<file path="src/rtl/pwclk_pkg.sv">
package pwclk_pkg;
  localparam logic [7:0] KEY       = 8'h5A;
  localparam int         KEY_LSB   = 24;
  localparam int         STORE_W   = 24;
  localparam int         DIV_POINT = 12;
  localparam int         SRC_FLD_W = 4;
  localparam int         EN_BIT    = 4;
  localparam int         BUSY_BIT  = 5;
  localparam logic [1:0] OFF_CTL   = 2'd0;
  localparam logic [1:0] OFF_DIV   = 2'd1;
endpackage

</file>
<file path="src/rtl/pwclk_regs.sv">
module pwclk_regs
  import pwclk_pkg::*;
#(
  parameter int ADDR_W = 4
) (
  input  logic                 clk,
  input  logic                 rst_n,
  input  logic                 bus_req,
  input  logic                 bus_we,
  input  logic [ADDR_W-1:0]    bus_addr,
  input  logic [3:0]           bus_be,
  input  logic [31:0]          bus_wdata,
  output logic [31:0]          bus_rdata,
  output logic [SRC_FLD_W-1:0] src_sel,
  output logic                 enable,
  output logic [STORE_W-1:0]   div_raw,
  output logic                 reeval
);
  logic                 access_ok, key_ok, wr_ok, hit_ctl, hit_div;
  logic [SRC_FLD_W-1:0] src_q;
  logic                 en_q, busy_q;
  logic [STORE_W-1:0]   div_q;

  assign access_ok = bus_req && (bus_be == 4'hF) && (bus_addr[1:0] == 2'b00);
  assign hit_ctl   = (bus_addr[ADDR_W-1:2] == {{(ADDR_W-4){1'b0}}, OFF_CTL});
  assign hit_div   = (bus_addr[ADDR_W-1:2] == {{(ADDR_W-4){1'b0}}, OFF_DIV});
  assign key_ok    = (bus_wdata[31:KEY_LSB] == KEY);
  assign wr_ok     = access_ok && bus_we && key_ok && (hit_ctl || hit_div);
  assign reeval    = wr_ok;

  always_ff @(posedge clk) begin
    if (!rst_n) begin
      src_q  <= '0;
      en_q   <= 1'b0;
      busy_q <= 1'b0;
      div_q  <= '0;
    end else if (wr_ok) begin
      if (hit_ctl) begin
        src_q  <= bus_wdata[SRC_FLD_W-1:0];
        en_q   <= bus_wdata[EN_BIT];
        busy_q <= bus_wdata[EN_BIT];
      end else begin
        div_q  <= bus_wdata[STORE_W-1:0];
        busy_q <= en_q;
      end
    end
  end

  always_comb begin
    bus_rdata = '0;
    if (access_ok && !bus_we) begin
      if (hit_ctl) begin
        bus_rdata[SRC_FLD_W-1:0] = src_q;
        bus_rdata[EN_BIT]        = en_q;
        bus_rdata[BUSY_BIT]      = busy_q;
      end else if (hit_div) begin
        bus_rdata[STORE_W-1:0]   = div_q;
      end
    end
  end

  assign src_sel = src_q;
  assign enable  = en_q;
  assign div_raw = div_q;

  assert_bad_key_R2: assert property (@(posedge clk) disable iff (!rst_n)
    (bus_req && bus_we && !key_ok) |=> ($stable(src_q) && $stable(en_q) && $stable(div_q)));

  assert_busy_follows_R5: assert property (@(posedge clk) disable iff (!rst_n)
    wr_ok |=> (busy_q == en_q));
endmodule

</file>
<file path="src/rtl/pwclk_srcsel.sv">
module pwclk_srcsel
  import pwclk_pkg::*;
#(
  parameter int NSRC = 16
) (
  input  logic [NSRC-1:0]      src_en,
  input  logic [SRC_FLD_W-1:0] src_sel,
  output logic                 sel_pulse
);
  logic [NSRC-1:0] usable;

  generate
    for (genvar i = 0; i < NSRC; i++) begin : g_slot
      if (i == 0) begin : g_gnd
        assign usable[i] = 1'b0;
      end else begin : g_live
        assign usable[i] = src_en[i] && (src_sel == SRC_FLD_W'(i));
      end
    end
  endgenerate

  assign sel_pulse = |usable;
endmodule

</file>
<file path="src/rtl/pwclk_fracdiv.sv">
module pwclk_fracdiv
  import pwclk_pkg::*;
#(
  parameter int INT_BITS  = 12,
  parameter int FRAC_BITS = 12
) (
  input  logic               clk,
  input  logic               rst_n,
  input  logic               clr,
  input  logic               run,
  input  logic               src_pulse,
  input  logic [STORE_W-1:0] div_raw,
  output logic               pulse_out
);
  localparam int D_W = INT_BITS + FRAC_BITS;

  generate
    if (D_W == 0) begin : g_pass
      always_ff @(posedge clk) begin
        if (!rst_n || clr) pulse_out <= 1'b0;
        else               pulse_out <= run && src_pulse;
      end
    end else begin : g_frac
      localparam int              ACC_W = D_W + 2;
      localparam logic [ACC_W-1:0] ONE  = ACC_W'(1) << FRAC_BITS;
      localparam int              TOP   = DIV_POINT + INT_BITS - 1;

      logic [D_W-1:0]   dval;
      logic [ACC_W-1:0] dext, acc, sum;

      assign dval = div_raw[TOP -: D_W];
      assign dext = ACC_W'(dval);
      assign sum  = acc + ONE;

      always_ff @(posedge clk) begin
        if (!rst_n || clr || !run) begin
          acc       <= '0;
          pulse_out <= 1'b0;
        end else if (src_pulse && dval != '0) begin
          if (dext <= ONE) begin
            acc       <= '0;
            pulse_out <= 1'b1;
          end else if (sum >= dext) begin
            acc       <= sum - dext;
            pulse_out <= 1'b1;
          end else begin
            acc       <= sum;
            pulse_out <= 1'b0;
          end
        end else begin
          pulse_out <= 1'b0;
        end
      end

      assert_zero_div_R9: assert property (@(posedge clk) disable iff (!rst_n)
        pulse_out |-> $past(dval != '0));
    end
  endgenerate

  assert_one_per_src_R10: assert property (@(posedge clk) disable iff (!rst_n)
    pulse_out |-> $past(src_pulse && run));
endmodule

</file>
<file path="src/rtl/pwclk_mux.sv">
module pwclk_mux
  import pwclk_pkg::*;
#(
  parameter int NSRC      = 16,
  parameter int ADDR_W    = 4,
  parameter int INT_BITS  = 12,
  parameter int FRAC_BITS = 12
) (
  input  logic              clk,
  input  logic              rst_n,
  input  logic              bus_req,
  input  logic              bus_we,
  input  logic [ADDR_W-1:0] bus_addr,
  input  logic [3:0]        bus_be,
  input  logic [31:0]       bus_wdata,
  output logic [31:0]       bus_rdata,
  input  logic [NSRC-1:0]   src_en,
  output logic              clk_en_out
);
  logic [SRC_FLD_W-1:0] src_sel;
  logic                 enable, reeval, sel_pulse;
  logic [STORE_W-1:0]   div_raw;

  pwclk_regs #(.ADDR_W(ADDR_W)) u_regs (
    .clk(clk), .rst_n(rst_n), .bus_req(bus_req), .bus_we(bus_we),
    .bus_addr(bus_addr), .bus_be(bus_be), .bus_wdata(bus_wdata),
    .bus_rdata(bus_rdata), .src_sel(src_sel), .enable(enable),
    .div_raw(div_raw), .reeval(reeval)
  );

  pwclk_srcsel #(.NSRC(NSRC)) u_sel (
    .src_en(src_en), .src_sel(src_sel), .sel_pulse(sel_pulse)
  );

  pwclk_fracdiv #(.INT_BITS(INT_BITS), .FRAC_BITS(FRAC_BITS)) u_div (
    .clk(clk), .rst_n(rst_n), .clr(reeval), .run(enable),
    .src_pulse(sel_pulse), .div_raw(div_raw), .pulse_out(clk_en_out)
  );

  assert_enable_gate_R6: assert property (@(posedge clk) disable iff (!rst_n)
    clk_en_out |-> $past(enable));

  assert_no_ground_R7: assert property (@(posedge clk) disable iff (!rst_n)
    clk_en_out |-> $past(src_sel != '0));
endmodule

</file>
<file path="config.mk">
export PLATFORM = sky130hd
export DESIGN_NAME = pwclk_mux
export DESIGN_NICKNAME = d
export VERILOG_FILES = /design/src/rtl/pwclk_pkg.sv /design/src/rtl/pwclk_regs.sv /design/src/rtl/pwclk_srcsel.sv /design/src/rtl/pwclk_fracdiv.sv /design/src/rtl/pwclk_mux.sv
export SDC_FILE = /design/constraint.sdc
export NUM_CORES = 1
export LEC_CHECK = 0
export ABC_AREA = 1
export CAP_MARGIN = 15
export CORE_ASPECT_RATIO = 0.75
export CORE_MARGIN = 3
export CORE_UTILIZATION = 55
export CTS_BUF_LIST = sky130_fd_sc_hd__clkbuf_8
export CTS_CLUSTER_SIZE = 24
export DETAILED_ROUTE_END_ITERATION = 7
export MAX_ROUTING_LAYER = met4
export PLACE_DENSITY_LB_ADDON = 0.15
export SLEW_MARGIN = 5
export SYNTH_ARGS = -nofsm -noshare
export SYNTH_HDL_FRONTEND = slang
export SYNTH_HIERARCHICAL = 1
export SYNTH_SLANG_ARGS = --single-unit
</file>
<file path="constraint.sdc">
create_clock -name clk -period 2.99 [get_ports clk]
set_input_delay 0.4485 -clock clk [delete_from_list [all_inputs] [get_ports clk]]
set_output_delay 0.4485 -clock clk [all_outputs]
set_load 0.02 [all_outputs]
</file>
==> flow_summary_export.csv <==
group,metric,value,unit
timing,fin_crit_sh,97.4,%
run,cap_viol_max_count,0,
detailed_routing,drc,0,
detailed_routing,viasPerCell,5.04,
synth,syn_inst,934,
clock_network,clk_latency,0.33,ns
synth,ys_ff_latch,56,
setup_path,critPathKind,"register to register",
power_and_ir_drop,intPower,979,uW
place,dp.cells,1146,
global_route,grt_pass1_vias,5058,
cells_and_area,utilization,72.1,%
clock_network,cts.path.max_buffers,2,
power_and_ir_drop,sequentialPowerShare,57.6,%
power_and_ir_drop,p_per_area,194,nW/um2
setup_path,worst-path-max-fanout,7,
detailed_routing,m1WireLength,7390,um
global_route,antenna_found_initial,0,
synth,synth_edf_count,0,
synth,ys_types,40,
setup_path,cp-end-kind,"register",
setup_path,rr_worst_depth,18,
global_route,overflow,0,
detailed_routing,dr.first_iter.drc_count,447,
floorplanning,die_w,119,um
global_route,grt_max_degree,49,
cells_and_area,final_common_cell,"nand2_1",
timing,relSlewSlack,40.3,%
detailed_routing,vias,5842,
synth,async_flop_share,0,%
timing,period_needed,2.91,ns
setup_path,r2r-end,"u_div/g_frac.acc[10]$_SDFFE_PP0P_",
place,placed_area,6310,um2
cells_and_area,area_delta_synth_final,25.4,%
detailed_routing,wl_per_cell,12.9,um
floorplanning,initial_core_util,57.5,%
cells_and_area,final_nets,1118,
cells_and_area,drive_gt1_share,9.50,%
clock_network,cts_max_level,2,
global_route,grt_first_pass_wirelength,23700,um
detailed_routing,ant_nets,0,
run_status,outcome,"complete, no violations",
floorplanning,dieArea,10800,um2
detailed_routing,wl_met2,5960,um
place,finalWeightedCongestion,0.992,
floorplanning,core,9200,um2
clock_network,tritoncts,"built",
power_and_ir_drop,switchingPower,311,uW
clock_network,cts_root_buffer,"clkbuf_8",
min_path,hold_start,"u_div/g_frac.acc[9]$_SDFFE_PP0P_",
floorplanning,ioPinCount,93,
cells_and_area,n_antenna_cell,0,
detailed_routing,firstDrtPassIters,5,
synth,avgSynthCellArea,5.66,um2
power_and_ir_drop,clockPowerShare,33.9,%
cells_and_area,final_area,6630,um2
setup_path,worst_ep_arrival_time,3.15,ns
timing,fmax,343,MHz
detailed_routing,topRoutingLayerUsed,"met4",
detailed_routing,drt-total-wl,15000,um
cells_and_area,fin_cells,1160,
power_and_ir_drop,ir_drop,0.158,mV
detailed_routing,routed-wl-met3,1540,um
setup_path,critPathRequiredTime,3.23,ns
timing,worst_slew_pin_slew,0.890,ns
power_and_ir_drop,p_comb_share,8.5,%
timing,setup_violations,0,
place,io_buffers,83,
timing,fin_skew,0.00464,ns
min_path,hold_class,"register to register",
power_and_ir_drop,power_leakage,3.34,nW
power_and_ir_drop,p_total,1.29,mW
timing,finalHoldViolCount,0,
power_and_ir_drop,netSwitchingFraction,24.1,%
synth,yosysWarnings,6,
clock_network,clk_pin_slew,0.10,ns
min_path,hold_end,"u_div/g_frac.acc[9]$_SDFFE_PP0P_",
floorplanning,placementRows,30,
synth,syn_area,5290,um2
place,place_hpwl,11800,um
clock_network,numCtsBuffers,5,
floorplanning,die_y,90.9,um
timing,drv_slew,0,
setup_path,critPathLaunchType,"register",
min_path,whs_path_depth,2,
clock_network,postCtsHoldBufs,0,
setup_path,r2r_start,"u_div/g_frac.acc[15]$_SDFFE_PP0P_",
global_route,grt_usage,27.2,%
clock_network,cts.sinks,56,
setup_path,regToRegSetupSlack,0.08,ns
cells_and_area,mostFrequentLayoutCells,"323 x nand2_1, 156 x inv_1, 107 x nor2_1",
synth,synth-main-ff-cell,"dfxtp_1",
synth,ys_seq_area_share,21.2,%
==> flip-flops by register name, indices dropped and copies added, names as in the netlist <==
register          flops
u_div/g_frac.acc     26
u_regs/busy_q         1
u_regs/src_sel        4
u_regs/div_raw       24
u_div/pulse_out       1
==> cells by family (layout without fill, tap and decap cells) <==
| group | Yosys count | count (layout) | synth area share [%] |
|---|---|---|---|
| AOI/OAI and AO/OA | 55 | 55 | 5.94 |
| xor gates and xnor gates | 18 | 18 | 2.98 |
| adders and majority gates | 27 | 27 | 6.53 |
| buffers and inverters | 196 | 287 | 15.6 |
| DFF | 56 | 56 | 21.2 |
| other | 1 | 8 | 0.0709 |
| and+or+nand+nor | 581 | 581 | 47.6 |
==> what timing repair did <==
item | 4_1_cts | 5_1_grt
endpoints found under the setup margin | 12 | 27
gates cloned | 0 | 1
pin swaps | 0 | 17
setup buffers | 0 | 5
gates resized for setup | 1 | 41
==> cells in the mapped netlist (2+ instances only) <==
master      n  area share [%]
a21oi_2     3            0.50
nand3_2     3            0.57
nand3b_1   12             1.7
buf_2       4            0.38
ha_1       26             6.2
nor2_2      9             1.1
o21ai_0     2            0.19
nor3_1     21             2.0
nand2_1   326              23
nand2_4     2            0.43
xor2_1     11             1.8
inv_2       5            0.35
nand2_2     5            0.59
clkbuf_1   10            0.71
nand3_1    68             6.4
a21oi_1    43             4.1
inv_1     160              11
nor2_1    109             7.7
buf_4       9             1.3
xnor2_1     7             1.2
o21bai_1    3            0.43
nand4_1    14             1.7
buf_6       7             1.5
and2_1      4            0.47
dfxtp_1    56              21
==> per-layer routing <==
layer / track usage [%] / vias up
li1: - / 3035
met1: 41.0 / 2570
met2: 37.7 / 226
met3: 6.20 / 11
met4: 3.57 / 0
met5: - / -
==> worst max-delay path by stage <==
| stage | from | slack [ns] | to |
|---|---|---|---|
| 5_1_grt | u_div/g_frac.acc[15]$_SDFFE_PP0P_ | -0.08 | u_div/g_frac.acc[4]$_SDFFE_PP0P_ |
| 2_1_floorplan | u_div/g_frac.acc[12]$_SDFFE_PP0P_ | 0.26 | u_div/g_frac.acc[22]$_SDFFE_PP0P_ |
| 3_5_place_dp | u_div/g_frac.acc[14]$_SDFFE_PP0P_ | -0.01 | u_div/g_frac.acc[7]$_SDFFE_PP0P_ |
| 4_1_cts | u_div/g_frac.acc[14]$_SDFFE_PP0P_ | 0.01 | u_div/g_frac.acc[13]$_SDFFE_PP0P_ |
| 3_3_place_gp | u_div/g_frac.acc[14]$_SDFFE_PP0P_ | 0.08 | u_div/g_frac.acc[11]$_SDFFE_PP0P_ |
| 6_report | u_div/g_frac.acc[15]$_SDFFE_PP0P_ | 0.08 | u_div/g_frac.acc[10]$_SDFFE_PP0P_ |
==> critical path, stage by stage (launching register included) <==
cell	delay, ns
dfxtp_1	0.40
inv_1	0.13
nor2_4	0.12
nand2_2	0.10
nor2_4	0.17
xnor2_2	0.14
inv_2	0.07
ha_4	0.28
nand2_2	0.07
inv_1	0.07
nand2_1	0.09
nor3_2	0.21
nand2_1	0.14
nand3_4	0.11
nor2_8	0.07
a21boi_4	0.26
clkbuf_16	0.20
nand2_1	0.05
a21oi_1	0.13
==> power groups by stage <==
stage                     Clock (mW)  Combinational, mW  Sequential, mW
after global routing           0.476              0.118           0.744
after global placement             0              0.109           0.763
after CTS                      0.448              0.110           0.745
final                          0.437              0.110           0.743
after detailed placement           0              0.110           0.763
after floorplan                    0             0.0340           0.763
==> cell type report <==
type / count / area (um2)
Fill cell: 811 / 2560
Sequential cell: 56 / 1130
Inverter: 166 / 623
Clock inverter: 3 / 17.5
Timing Repair Buffer: 113 / 1110
Clock buffer: 5 / 68.8
Multi-Input combinational cell: 689 / 3530
Tap cell: 128 / 160
==> through the flow <==
step | setup WS [ns] | hold WS, ns | TNS [ns]
3_5_place_dp | -0.0111 | 0.462 | -0.0111
3_3_place_gp | 0.0837 | 0.451 | 0
4_1_cts | 0.0103 | 0.478 | 0
5_1_grt | -0.0780 | 0.491 | -0.842
6_report | 0.0775 | 0.473 | 0
2_1_floorplan | 0.258 | 0.439 | 0
Power figures use the tool's default switching activity.
